**src/rtl/edo_pkg.sv**
```systemverilog
package edo_pkg;

  typedef enum logic [3:0] {
    ST_IDLE = 4'd0,
    ST_PRE  = 4'd1,
    ST_ACT  = 4'd2,
    ST_CSET = 4'd3,
    ST_COL  = 4'd4,
    ST_CAP  = 4'd5,
    ST_OPEN = 4'd6,
    ST_RCSR = 4'd7,
    ST_RRAS = 4'd8
  } edo_state_e;

  function automatic int unsigned max2(int unsigned a, int unsigned b);
    return (a > b) ? a : b;
  endfunction

  function automatic int unsigned bits_for(int unsigned v);
    return (v < 2) ? 1 : $clog2(v + 1);
  endfunction

endpackage

```
**src/rtl/edo_ref_timer.sv**
```systemverilog
module edo_ref_timer #(
  parameter int unsigned REF_INTERVAL = 1560
) (
  input  logic clk,
  input  logic rst_n,
  input  logic ref_ack,
  output logic ref_pend,
  output logic ref_tick
);
  import edo_pkg::*;

  localparam int unsigned TW = bits_for(REF_INTERVAL);
  localparam logic [TW-1:0] RELOAD = TW'(REF_INTERVAL - 1);

  logic [TW-1:0] tmr;

  assign ref_tick = (tmr == '0);

  always_ff @(posedge clk) begin
    if (!rst_n) begin
      tmr      <= RELOAD;
      ref_pend <= 1'b0;
    end else begin
      tmr <= ref_tick ? RELOAD : tmr - 1'b1;
      if (ref_tick)     ref_pend <= 1'b1;
      else if (ref_ack) ref_pend <= 1'b0;
    end
  end

  // a new tick never finds the previous request still waiting
  p_ref_not_lost_r9: assert property (@(posedge clk) disable iff (!rst_n)
    ref_tick |-> !ref_pend);

endmodule

```
**src/rtl/edo_seq.sv**
```systemverilog
module edo_seq #(
  parameter int unsigned ROW_W = 12,
  parameter int unsigned T_RCD = 3,
  parameter int unsigned T_CAS = 2,
  parameter int unsigned T_CP  = 1,
  parameter int unsigned T_RP  = 4,
  parameter int unsigned T_RAS = 6,
  parameter int unsigned T_CSR = 1
) (
  input  logic             clk,
  input  logic             rst_n,
  input  logic             req_valid,
  input  logic             req_we,
  input  logic [ROW_W-1:0] req_row,
  input  logic             ref_pend,
  output logic             req_ready,
  output logic             accept,
  output logic             ref_ack,
  output logic             ras_n,
  output logic             cas_n,
  output logic             we_n,
  output logic             oe_n,
  output logic             bus_col,
  output logic             drive_dq,
  output logic             cap_now
);
  import edo_pkg::*;

  localparam int unsigned MAXT = max2(max2(max2(T_RCD, T_CAS), max2(T_CP, T_RP)),
                                      max2(T_RAS, T_CSR));
  localparam int unsigned CW = bits_for(MAXT);
  localparam int unsigned LW = bits_for(T_RAS);
  localparam int unsigned HW = bits_for(T_RP);
  localparam logic [LW-1:0] RAS_MAX = LW'(T_RAS);
  localparam logic [LW-1:0] RAS_M1  = LW'(T_RAS - 1);
  localparam logic [HW-1:0] RP_MAX  = HW'(T_RP);

  edo_state_e       state, nxt_state;
  logic [CW-1:0]    cnt, nxt_cnt;
  logic [ROW_W-1:0] open_row;
  logic             op_we;
  logic [LW-1:0]    ras_lo_cnt;
  logic [HW-1:0]    ras_hi_cnt;

  // named events for checking
  logic page_hit, hit_accept, close_page, ras_ok, cnt_zero;

  assign cnt_zero   = (cnt == '0);
  assign page_hit   = (state == ST_OPEN) && (req_row == open_row);
  assign ras_ok     = (ras_lo_cnt >= RAS_M1);
  assign req_ready  = !ref_pend && ((state == ST_IDLE) || page_hit);
  assign accept     = req_valid && req_ready;
  assign hit_accept = accept && (state == ST_OPEN);
  assign close_page = (state == ST_OPEN) && !hit_accept && ras_ok &&
                      (ref_pend || (req_valid && !page_hit));
  assign ref_ack    = (state == ST_IDLE) && ref_pend;

  always_comb begin
    nxt_state = state;
    nxt_cnt   = cnt_zero ? cnt : cnt - 1'b1;
    unique case (state)
      ST_IDLE: begin
        if (ref_pend) begin
          nxt_state = ST_RCSR;
          nxt_cnt   = CW'(T_CSR - 1);
        end else if (req_valid) begin
          nxt_state = ST_ACT;
          nxt_cnt   = CW'(T_RCD - 2);
        end
      end
      ST_ACT:  if (cnt_zero) nxt_state = ST_CSET;
      ST_CSET: begin
        nxt_state = ST_COL;
        nxt_cnt   = CW'(T_CAS - 1);
      end
      ST_COL: if (cnt_zero) begin
        nxt_state = ST_CAP;
        nxt_cnt   = CW'(T_CP - 1);
      end
      ST_CAP:  if (cnt_zero) nxt_state = ST_OPEN;
      ST_OPEN: begin
        if (hit_accept) begin
          nxt_state = ST_CSET;
        end else if (close_page) begin
          nxt_state = ST_PRE;
          nxt_cnt   = CW'(T_RP - 1);
        end
      end
      ST_PRE:  if (cnt_zero) nxt_state = ST_IDLE;
      ST_RCSR: if (cnt_zero) begin
        nxt_state = ST_RRAS;
        nxt_cnt   = CW'(T_RAS - 1);
      end
      ST_RRAS: if (cnt_zero) begin
        nxt_state = ST_PRE;
        nxt_cnt   = CW'(T_RP - 1);
      end
      default: nxt_state = ST_IDLE;
    endcase
  end

  always_ff @(posedge clk) begin
    if (!rst_n) begin
      state    <= ST_IDLE;
      cnt      <= '0;
      open_row <= '0;
      op_we    <= 1'b0;
    end else begin
      state <= nxt_state;
      cnt   <= nxt_cnt;
      if (accept) begin
        op_we    <= req_we;
        open_row <= req_row;
      end
    end
  end

  // strobe decode
  always_comb begin
    ras_n    = !(state inside {ST_ACT, ST_CSET, ST_COL, ST_CAP, ST_OPEN, ST_RRAS});
    cas_n    = !(state inside {ST_COL, ST_RCSR, ST_RRAS});
    drive_dq = op_we && (state inside {ST_CSET, ST_COL});
    we_n     = !drive_dq;
    oe_n     = !(!op_we && (state inside {ST_COL, ST_CAP}));
    bus_col  = state inside {ST_CSET, ST_COL, ST_CAP, ST_OPEN};
    cap_now  = (state == ST_CAP) && (cnt == CW'(T_CP - 1));
  end

  // row-strobe low / high duration trackers, saturating
  always_ff @(posedge clk) begin
    if (!rst_n) begin
      ras_lo_cnt <= '0;
      ras_hi_cnt <= RP_MAX;
    end else if (!ras_n) begin
      ras_hi_cnt <= '0;
      if (ras_lo_cnt != RAS_MAX) ras_lo_cnt <= ras_lo_cnt + 1'b1;
    end else begin
      ras_lo_cnt <= '0;
      if (ras_hi_cnt != RP_MAX) ras_hi_cnt <= ras_hi_cnt + 1'b1;
    end
  end

  p_precharge_min_r3: assert property (@(posedge clk) disable iff (!rst_n)
    $fell(ras_n) |-> (ras_hi_cnt >= RP_MAX));

  p_ras_low_min_r5: assert property (@(posedge clk) disable iff (!rst_n)
    $rose(ras_n) |-> (ras_lo_cnt >= RAS_MAX));

  p_hit_keeps_row_r2: assert property (@(posedge clk) disable iff (!rst_n)
    hit_accept |=> !ras_n);

  p_cbr_order_r8: assert property (@(posedge clk) disable iff (!rst_n)
    ($fell(ras_n) && !cas_n) |-> ($past(cas_n) == 1'b0));

endmodule

```
**src/rtl/edo_datapath.sv**
```systemverilog
module edo_datapath #(
  parameter int unsigned ROW_W = 12,
  parameter int unsigned COL_W = 10,
  parameter int unsigned DQ_W  = 4
) (
  input  logic                   clk,
  input  logic                   rst_n,
  input  logic                   accept,
  input  logic [ROW_W+COL_W-1:0] req_addr,
  input  logic [DQ_W-1:0]        req_wdata,
  input  logic                   bus_col,
  input  logic                   drive_dq,
  input  logic                   cap_now,
  input  logic [DQ_W-1:0]        dq_in,
  output logic [ROW_W-1:0]       req_row,
  output logic [ROW_W-1:0]       dram_addr,
  output logic [DQ_W-1:0]        dq_out,
  output logic                   dq_oe,
  output logic                   rsp_valid,
  output logic [DQ_W-1:0]        rsp_rdata
);
  localparam int unsigned AW = ROW_W + COL_W;

  function automatic logic [ROW_W-1:0] row_part(logic [AW-1:0] a);
    return a[AW-1:COL_W];
  endfunction

  function automatic logic [ROW_W-1:0] col_on_bus(logic [AW-1:0] a);
    return ROW_W'(a[COL_W-1:0]);
  endfunction

  logic [AW-1:0]   addr_q;
  logic [DQ_W-1:0] wdata_q;

  assign req_row   = row_part(req_addr);
  assign dram_addr = bus_col ? col_on_bus(addr_q) : row_part(addr_q);
  assign dq_out    = wdata_q;
  assign dq_oe     = drive_dq;

  always_ff @(posedge clk) begin
    if (!rst_n) begin
      addr_q    <= '0;
      wdata_q   <= '0;
      rsp_valid <= 1'b0;
      rsp_rdata <= '0;
    end else begin
      if (accept) begin
        addr_q  <= req_addr;
        wdata_q <= req_wdata;
      end
      rsp_valid <= cap_now;
      if (cap_now) rsp_rdata <= dq_in;
    end
  end

  p_rsp_one_cycle_r6: assert property (@(posedge clk) disable iff (!rst_n)
    rsp_valid |=> !rsp_valid);

endmodule

```
**src/rtl/edo_page_ctrl.sv**
```systemverilog
module edo_page_ctrl #(
  parameter int unsigned ROW_W        = 12,
  parameter int unsigned COL_W        = 10,
  parameter int unsigned DQ_W         = 4,
  parameter int unsigned T_RCD        = 3,
  parameter int unsigned T_CAS        = 2,
  parameter int unsigned T_CP         = 1,
  parameter int unsigned T_RP         = 4,
  parameter int unsigned T_RAS        = 6,
  parameter int unsigned T_CSR        = 1,
  parameter int unsigned REF_INTERVAL = 1560
) (
  input  logic                   clk,
  input  logic                   rst_n,
  input  logic                   req_valid,
  output logic                   req_ready,
  input  logic                   req_we,
  input  logic [ROW_W+COL_W-1:0] req_addr,
  input  logic [DQ_W-1:0]        req_wdata,
  output logic                   rsp_valid,
  output logic [DQ_W-1:0]        rsp_rdata,
  output logic                   dram_ras_n,
  output logic                   dram_cas_n,
  output logic                   dram_we_n,
  output logic                   dram_oe_n,
  output logic [ROW_W-1:0]       dram_addr,
  output logic [DQ_W-1:0]        dram_dq_out,
  output logic                   dram_dq_oe,
  input  logic [DQ_W-1:0]        dram_dq_in
);
  logic             ref_pend, ref_tick, ref_ack;
  logic             accept, bus_col, drive_dq, cap_now;
  logic [ROW_W-1:0] req_row;

  edo_ref_timer #(.REF_INTERVAL(REF_INTERVAL)) u_tmr (
    .clk(clk), .rst_n(rst_n), .ref_ack(ref_ack),
    .ref_pend(ref_pend), .ref_tick(ref_tick)
  );

  edo_seq #(
    .ROW_W(ROW_W), .T_RCD(T_RCD), .T_CAS(T_CAS), .T_CP(T_CP),
    .T_RP(T_RP), .T_RAS(T_RAS), .T_CSR(T_CSR)
  ) u_seq (
    .clk(clk), .rst_n(rst_n), .req_valid(req_valid), .req_we(req_we),
    .req_row(req_row), .ref_pend(ref_pend), .req_ready(req_ready),
    .accept(accept), .ref_ack(ref_ack), .ras_n(dram_ras_n),
    .cas_n(dram_cas_n), .we_n(dram_we_n), .oe_n(dram_oe_n),
    .bus_col(bus_col), .drive_dq(drive_dq), .cap_now(cap_now)
  );

  edo_datapath #(.ROW_W(ROW_W), .COL_W(COL_W), .DQ_W(DQ_W)) u_dp (
    .clk(clk), .rst_n(rst_n), .accept(accept), .req_addr(req_addr),
    .req_wdata(req_wdata), .bus_col(bus_col), .drive_dq(drive_dq),
    .cap_now(cap_now), .dq_in(dram_dq_in), .req_row(req_row),
    .dram_addr(dram_addr), .dq_out(dram_dq_out), .dq_oe(dram_dq_oe),
    .rsp_valid(rsp_valid), .rsp_rdata(rsp_rdata)
  );

  p_no_bus_fight_r11: assert property (@(posedge clk) disable iff (!rst_n)
    !(dram_dq_oe && !dram_oe_n));

  p_we_oe_apart_r11: assert property (@(posedge clk) disable iff (!rst_n)
    !(!dram_we_n && !dram_oe_n));

endmodule

```
**config.mk**
```make
export PLATFORM = sky130hd
export DESIGN_NAME = edo_page_ctrl
export DESIGN_NICKNAME = d
export VERILOG_FILES = /design/src/rtl/edo_pkg.sv /design/src/rtl/edo_ref_timer.sv /design/src/rtl/edo_seq.sv /design/src/rtl/edo_datapath.sv /design/src/rtl/edo_page_ctrl.sv
export SDC_FILE = /design/constraint.sdc
export NUM_CORES = 1
export LEC_CHECK = 0
export ABC_AREA = 1
export BUFFER_PORTS_ARGS = -buffer_cell sky130_fd_sc_hd__buf_4
export CAP_MARGIN = 20
export CORE_MARGIN = 2
export CORE_UTILIZATION = 25
export CTS_CLUSTER_DIAMETER = 50
export CTS_CLUSTER_SIZE = 20
export DETAILED_ROUTE_END_ITERATION = 10
export GPL_TIMING_DRIVEN = 1
export RECOVER_POWER = 25
export SKIP_LAST_GASP = 1
export SYNTH_ARGS = -nofsm -noshare
export SYNTH_HDL_FRONTEND = slang
export SYNTH_HIERARCHICAL = 1
export SYNTH_SLANG_ARGS = --single-unit
```
**constraint.sdc**
```tcl
create_clock -name clk -period 2 [get_ports clk]
set_clock_uncertainty 0.1 [all_clocks]
set_input_delay 0.4 -clock clk [delete_from_list [all_inputs] [get_ports clk]]
set_output_delay 0.4 -clock clk [all_outputs]
set_load 0.02 [all_outputs]
```
==> impl_metrics.csv, run 1 <==
group,metric,value,unit
global_routing,use_met1,0.1369,
global_routing,globalRoute.totalOverflow,0,
sta,final_period_demand_of_the_worst_path,2207,ps
route,drt-pass1-iter-count,4,
finish,area.growth.synth_to_final,46.94,%
finish,final_layout_size_suffix_gt1_frac,0.2949,
flow_run,maxCapViolCount,0,
cts,clock_tree.htree_level_count,3,
die,chipHeight,125.4,um
finish,number_of_antenna_diodes,0,
finish,filler_cell_count,1484,
die,core,14480,um^2
placement,dpl-instance-area,4368,um^2
sta,setup_total_negative_slack,-2537,ps
synth,synthesis.area_per_instance,6.351,um^2
die,dieWidth,125.4,um
synth,post_synth_inst_count,580,
power,pwr_density,1337,nW/um^2
route,drt-initial-drc-count,152,
synth,muxShareOfSynthArea,0,
critical_path,startpoint_type,"flop",
route,drc_errors,0,
cts,tritoncts_clock_tree,"done",
die,initial_core_utilization,0.2544,
placement,routabilityCongestion,0.8731,
synth,yosys.area_share.simple,0.3410,
power,leakage,2.681,nW
sta,layout_worst_path_cycle_share,1.103,
global_routing,grt_util_met3,0.03509,
cts,cts_buffers,9,
critical_path,number_of_buffer_and_inverter_instances_along_the_worst_setup_path,4,
synth,mappedNetlistArea,3684,um^2
cts,ctsHoldBuffers,0,
critical_path,cp_slowest_stage_delay,360,ps
global_routing,global_route_wire_length_before_repair,14060,um
finish,final_design_area_no_fill,5413,um^2
finish,final_net_count,706,
synth,ys_seq_elements,66,
route,drt-total-wl,9683,um
cts,cts_num_sinks,66,
sta,layout_setup_ws,-206.6,ps
cts,clk_pin_slew,60,ps
placement,hpwl,6031,um
status,run_status,"finished, violations left",
global_routing,antenna_found_initial,0,
power,fin_total_pwr,7.235,mW
placement,place_worst_setup_slack,74.02,ps
global_routing,grt.met2_usage,0.1781,
sta,maxSlewViolCount,0,
synth,synth_xor_xnor_area_share,0.01189,
synth,synth_adder_area_share,0.03057,
route,vias_per_cell,4.225,
sta,worstMarginPinSlew,440.6,ps
cts,clock_tree.buffer_depth,2,
power,peak_supply_drop,497.6,uV
placement,numPortBuffers,60,
finish,stdcell_count,852,
die,placement_rows,44,
sta,rsz0062_at_grt,"yes",
synth,synth_compound_area_frac,0.08696,
global_routing,grt_util_all_layers,0.1088,
sta,finalSetupViolations,16,
critical_path,endpoint_kind,"primary output",
die,number_of_placed_i_o_pins,61,
critical_path,regToRegSetupSlack,20,ps
cts,clock_root_cell,"sky130_fd_sc_hd__clkbuf_16",
critical_path,crit_slowest_cell,"sky130_fd_sc_hd__dfxtp_4",
synth,synth-seq-area-share,0.3587,
synth,post_synth_num_cell_types,31,
status,failed_checks,"negative setup slack",
critical_path,timing.setup.critical_path_class,"reg2out",
critical_path,crit_arrival,1710,ps
critical_path,timing.critical_path.fanout_max,5,
die,die_area,15720,um^2
synth,yosys_warnings,6,
critical_path,crit_chain,"inv_4 -> buf_6 -> nor2_4 -> nand2_4 -> nand3_4 -> clkbuf_16 -> nand2_4 -> o21ai_4 -> buf_6",
sta,report.final.hold_viol_count,0,
global_routing,grt_max_degree,33,
synth,synth.net_count,623,
route,ant_nets,0,
min_path,hold_path.class,"in2reg",
global_routing,first_global_vias,3040,
route,vias,3600,
sta,headroom_to_the_max_slew_limit,0.7032,
critical_path,worstPathRequired,1500,ps
synth,dominant_combinational_cell_family_by_area_after_synthesis,"simple AND/OR/NAND/NOR gates",
global_routing,most_congested_layer_reported_by_global_routing,"met2",
critical_path,timing.critical_path.max_delay_family,"buffers and inverters",
cts,clk_latency,330,ps
sta,max_freq,453.2,MHz
route,avgRoutedWirePerCell,11.37,um
placement,post-place-cells,818,
-- worst reg2reg max path, stage by stage, from the launching register on --
cell,delay [ps]
sky130_fd_sc_hd__dfxtp_4,360
sky130_fd_sc_hd__inv_4,50
sky130_fd_sc_hd__buf_6,120
sky130_fd_sc_hd__nor2_4,130
sky130_fd_sc_hd__nand2_4,80
sky130_fd_sc_hd__nor2_2,100
sky130_fd_sc_hd__nand2_1,70
sky130_fd_sc_hd__nor2_2,120
sky130_fd_sc_hd__nand2_2,80
sky130_fd_sc_hd__nand2_4,70
sky130_fd_sc_hd__buf_6,110
sky130_fd_sc_hd__nand2_8,70
sky130_fd_sc_hd__clkinv_8,100
sky130_fd_sc_hd__clkbuf_16,160
sky130_fd_sc_hd__nand2_1,50
sky130_fd_sc_hd__nand2_1,60
sky130_fd_sc_hd__nor2_1,40
-- sequential cells by signal (all words and copies together) (netlist names) --
name / count
u_dp/addr_q: 22
u_dp/dq_out: 4
u_dp/rsp_rdata: 4
u_dp/rsp_valid: 1
u_seq/cnt: 3
u_seq/op_we: 1
u_seq/open_row: 12
u_seq/ras_lo_cnt: 3
u_seq/state: 4
u_tmr/ref_pend: 1
u_tmr/tmr: 11
-- area by class of cell --
cell class	count	area, um^2	share of cell area
Tap cell	184	230.2	0.04253
Multi-Input combinational cell	376	2102	0.3884
Sequential cell	66	1334	0.2464
Clock inverter	4	73.82	0.01364
Inverter	109	431.7	0.07975
Timing Repair Buffer	101	984.7	0.1819
Clock buffer	12	256.5	0.04739
-- routing by layer --
metal	vias to the layer above	wire length (um)
li1	1897	-
met1	1626	4554
met2	63	4553
met3	14	401
met4	0	174
met5	-	0
-- path summary, 6_finish.rpt --
kind,start,to,cells past startpoint
max,u_seq/state[2],dram_addr[0],9
min,req_we,u_seq/op_we,3
max reg2reg,u_seq/state[2],u_dp/addr_q[11],16
min reg2reg,u_tmr/tmr[0],u_tmr/tmr[0],1
-- cell usage in the layout (no fill, tap or decap), types with 8 or more instances in the layout --
| master | count |
|---|---|
| sky130_fd_sc_hd__buf_4 | 61 |
| sky130_fd_sc_hd__clkbuf_1 | 10 |
| sky130_fd_sc_hd__inv_1 | 101 |
| sky130_fd_sc_hd__clkbuf_16 | 14 |
| sky130_fd_sc_hd__o21ai_1 | 8 |
| sky130_fd_sc_hd__nor2_1 | 107 |
| sky130_fd_sc_hd__o21ai_4 | 9 |
| sky130_fd_sc_hd__buf_6 | 20 |
| sky130_fd_sc_hd__nor2_2 | 9 |
| sky130_fd_sc_hd__nand3_1 | 13 |
| sky130_fd_sc_hd__nand2_1 | 117 |
| sky130_fd_sc_hd__dfxtp_1 | 62 |
| sky130_fd_sc_hd__nand2_4 | 16 |
| sky130_fd_sc_hd__ha_1 | 9 |
| sky130_fd_sc_hd__o21ai_0 | 13 |
| sky130_fd_sc_hd__nor2_4 | 12 |
| sky130_fd_sc_hd__a21oi_1 | 18 |
| sky130_fd_sc_hd__nand2_2 | 13 |
-- synthesized netlist by cell type --
cell | count | area (um^2)
sky130_fd_sc_hd__a21oi_1 | 19 | 95.09
sky130_fd_sc_hd__a31oi_1 | 1 | 6.260
sky130_fd_sc_hd__a32oi_1 | 1 | 8.760
sky130_fd_sc_hd__buf_2 | 6 | 30.03
sky130_fd_sc_hd__buf_4 | 15 | 112.6
sky130_fd_sc_hd__buf_6 | 6 | 67.56
sky130_fd_sc_hd__clkbuf_1 | 1 | 3.750
sky130_fd_sc_hd__clkbuf_2 | 1 | 5.000
sky130_fd_sc_hd__clkinv_2 | 1 | 5.000
sky130_fd_sc_hd__dfxtp_1 | 66 | 1321
sky130_fd_sc_hd__ha_1 | 9 | 112.6
sky130_fd_sc_hd__inv_1 | 105 | 394.1
sky130_fd_sc_hd__inv_2 | 3 | 11.26
sky130_fd_sc_hd__nand2_1 | 141 | 529.3
sky130_fd_sc_hd__nand2_2 | 4 | 25.02
sky130_fd_sc_hd__nand2_4 | 2 | 22.52
sky130_fd_sc_hd__nand3_1 | 15 | 75.07
sky130_fd_sc_hd__nand3_2 | 3 | 30.03
sky130_fd_sc_hd__nand3b_1 | 1 | 7.510
sky130_fd_sc_hd__nand4_1 | 2 | 12.51
sky130_fd_sc_hd__nor2_1 | 120 | 450.4
sky130_fd_sc_hd__nor2_2 | 4 | 25.02
sky130_fd_sc_hd__nor2_4 | 4 | 45.04
sky130_fd_sc_hd__nor3_1 | 3 | 15.01
sky130_fd_sc_hd__o2111ai_1 | 2 | 17.52
sky130_fd_sc_hd__o21ai_0 | 31 | 155.2
sky130_fd_sc_hd__o21ai_1 | 4 | 20.02
sky130_fd_sc_hd__o21ai_2 | 2 | 17.52
sky130_fd_sc_hd__or2_2 | 3 | 18.77
sky130_fd_sc_hd__xnor2_1 | 3 | 26.28
sky130_fd_sc_hd__xor2_1 | 2 | 17.52
-- report_power, final --
| group | total, mW | switching, mW | internal [mW] |
|---|---|---|---|
| Sequential | 1.84 | 0.214 | 1.62 |
| Combinational | 3.65 | 1.97 | 1.68 |
| Clock | 1.75 | 0.589 | 1.16 |
-- logic make-up (layout without fill, tap and decap cells) --
kind of cell | after synthesis | after routing
compound gates | 60 | 60
xor+xnor | 5 | 5
fa+ha+maj | 9 | 9
buf+inv | 138 | 226
flops | 66 | 66
simple gates | 302 | 302
-- stage by stage --
stage                     utilization  hold slack, ps
after floorplan                     -           291.6
after global placement         0.3017           309.0
after detailed placement       0.3017           312.0
after CTS                      0.3360           225.0
after global routing           0.3738           244.9
final                          0.3738           232.3
-- timing repair --
action	4_1_cts	5_1_grt
endpoints found under the setup margin	16	31
cloned	2	7
pin swaps	6	30
buffers inserted	3	6
resized for setup	42	106
No activity file was read; power rests on OpenSTA's default activity.
==> inputs of run 2 (changes only) <==
Settings changed: CORE_UTILIZATION 25 to 57, PLACE_DENSITY set to 0.81.
==> run 2 against run 1 <==
The run still ends with negative setup slack left. Final cell count decreased by 13%. First-iteration DRC count increased by 35%. Maximum frequency decreased by 4.0%. Die area decreased by 55%. Largest power group unchanged. Global-route usage increased by 15 points. Sequential share of layout area increased by 2.8 points. Final area decreased by 10%. Via count increased by 5.0%. Critical endpoint is now dram_addr[5]. Register-to-register slack got worse by 30 ps.
==> impl_metrics.csv, run 2 (same netlist as run 1, synthesis figures left out) <==
group,metric,value,unit
power,pwr_density,1308,nW/um^2
finish,largest_register,"u_dp/addr_q",
sta,max_freq,435.0,MHz
finish,largest_registers,"u_dp/addr_q: 22 flops, u_seq/open_row: 12 flops, u_tmr/tmr: 11 flops",
critical_path,worstPathRequired,1500,ps
sta,hold-worst-slack,221.6,ps
cts,cts_buffers,9,
finish,number_of_antenna_diodes,0,
route,avgRoutedWirePerCell,13.26,um
die,initial_core_utilization,0.5834,
die,chipHeight,84.39,um
cts,clk_latency,350,ps
finish,final_layout_size_suffix_gt1_frac,0.2500,
sta,headroom_to_the_max_slew_limit,0.5766,
critical_path,timing.setup.critical_path_class,"reg2out",
route,drc_errors,0,
placement,place_worst_setup_slack,63.98,ps
placement,routabilityCongestion,0.8541,
status,failed_checks,"negative setup slack",
cts,clock_tree.htree_level_count,3,
placement,dpl-instance-area,4139,um^2
power,leakage,2.435,nW
sta,final_period_demand_of_the_worst_path,2299,ps
global_routing,first_global_vias,3528,
flow_run,maxCapViolCount,0,
cts,cts_num_sinks,66,
sta,layout_worst_path_cycle_share,1.150,
power,fin_total_pwr,6.362,mW
route,ant_nets,0,
global_routing,antenna_found_initial,0,
critical_path,timing.critical_path.fanout_max,6,
sta,worstMarginPinSlew,628.5,ps
global_routing,global_route_wire_length_before_repair,14860,um
die,placement_rows,29,
placement,hpwl,5703,um
cts,clock_tree.buffer_depth,2,
cts,clk_pin_slew,70,ps
route,vias_per_cell,5.129,
finish,filler_cell_count,452,
cts,tritoncts_clock_tree,"done",
finish,area.growth.synth_to_final,32.00,%
die,die_area,7122,um^2
sta,finalSetupViolations,17,
route,drt-initial-drc-count,205,
critical_path,startpoint_type,"flop",
global_routing,grt_max_degree,35,
route,vias,3780,
sta,setup_total_negative_slack,-3101,ps
route,drt-pass1-iter-count,5,
cts,clock_root_cell,"sky130_fd_sc_hd__clkbuf_8",
power,peak_supply_drop,860.6,uV
die,dieWidth,84.39,um
finish,largest_register_ffs,22,
finish,final_net_count,698,
global_routing,grt_util_all_layers,0.2562,
min_path,hold_path.class,"in2reg",
finish,final_design_area_no_fill,4862,um^2
placement,numPortBuffers,60,
finish,final_cell_mix,"131 x sky130_fd_sc_hd__nand2_1, 110 x sky130_fd_sc_hd__nor2_1, 100 x sky130_fd_sc_hd__inv_1",
route,drt-total-wl,9775,um
critical_path,endpoint_kind,"primary output",
global_routing,globalRoute.totalOverflow,0,
sta,layout_setup_ws,-299.0,ps
sta,maxSlewViolCount,0,
die,core,6314,um^2
finish,final_common_cell,"sky130_fd_sc_hd__nand2_1",
sta,report.final.hold_viol_count,0,
status,run_status,"finished, violations left",
critical_path,crit_arrival,1800,ps
cts,ctsHoldBuffers,0,
sta,rsz0062_at_grt,"yes",
die,number_of_placed_i_o_pins,61,
-- run 2: per-stage QoR --
| stage | utilization | std cells |
|---|---|---|
| after detailed placement | 0.6556 | 700 |
| after global routing | 0.7701 | 737 |
| after global placement | 0.6556 | 700 |
| final | 0.7701 | 737 |
| after floorplan | - | 580 |
| after CTS | 0.7412 | 731 |
-- run 2: critical path, stage by stage, from the launching register on --
cell	delay [ps]
sky130_fd_sc_hd__dfxtp_4	410
sky130_fd_sc_hd__nor2_4	60
sky130_fd_sc_hd__inv_2	80
sky130_fd_sc_hd__nor2_4	50
sky130_fd_sc_hd__nor2_4	130
sky130_fd_sc_hd__nand3_4	180
sky130_fd_sc_hd__buf_16	210
sky130_fd_sc_hd__o21ai_1	170
sky130_fd_sc_hd__buf_4	170
-- run 2: routing by layer --
layer / vias to the layer above / global-route usage / wire [um]
met5: - / 0 / 0
met4: 0 / 0.1227 / 239
met3: 24 / 0.05310 / 555
met2: 151 / 0.4488 / 4922
met1: 1733 / 0.2983 / 4058
li1: 1872 / - / -
-- run 2: layout make-up --
type,instances,area (um^2),area share
Tap cell,77,96.34,0.01981
Sequential cell,66,1334,0.2743
Clock inverter,6,90.09,0.01853
Multi-Input combinational cell,376,1938,0.3986
Timing Repair Buffer,93,843.3,0.1734
Clock buffer,10,137.6,0.02831
Inverter,109,422.9,0.08698
-- run 2: path summary, 6_finish.rpt --
| check | start | end | slack [ps] | cells past startpoint |
|---|---|---|---|---|
| hold / removal | req_we | u_seq/op_we | 220 | 3 |
| setup / recovery | u_seq/state[0] | dram_addr[5] | -300 | 8 |
| setup reg to reg | u_seq/state[0] | u_dp/addr_q[9] | -10 | 13 |
| hold reg to reg | u_tmr/tmr[0] | u_tmr/tmr[0] | 330 | 1 |
-- run 2: timing repair --
action / 4_1_cts / 5_1_grt
resized for setup: 60 / 42
gates cloned: 2 / 3
buffers inserted: 13 / 5
pin swaps: 5 / 9
setup endpoints to repair: 17 / 35
-- run 2: report_power, final --
group          internal, mW  leakage, nW  switching (mW)
clock network         0.735        0.101           0.540
registers              1.62        0.544           0.217
logic                  1.41         1.79            1.84
total                  3.77         2.43            2.60
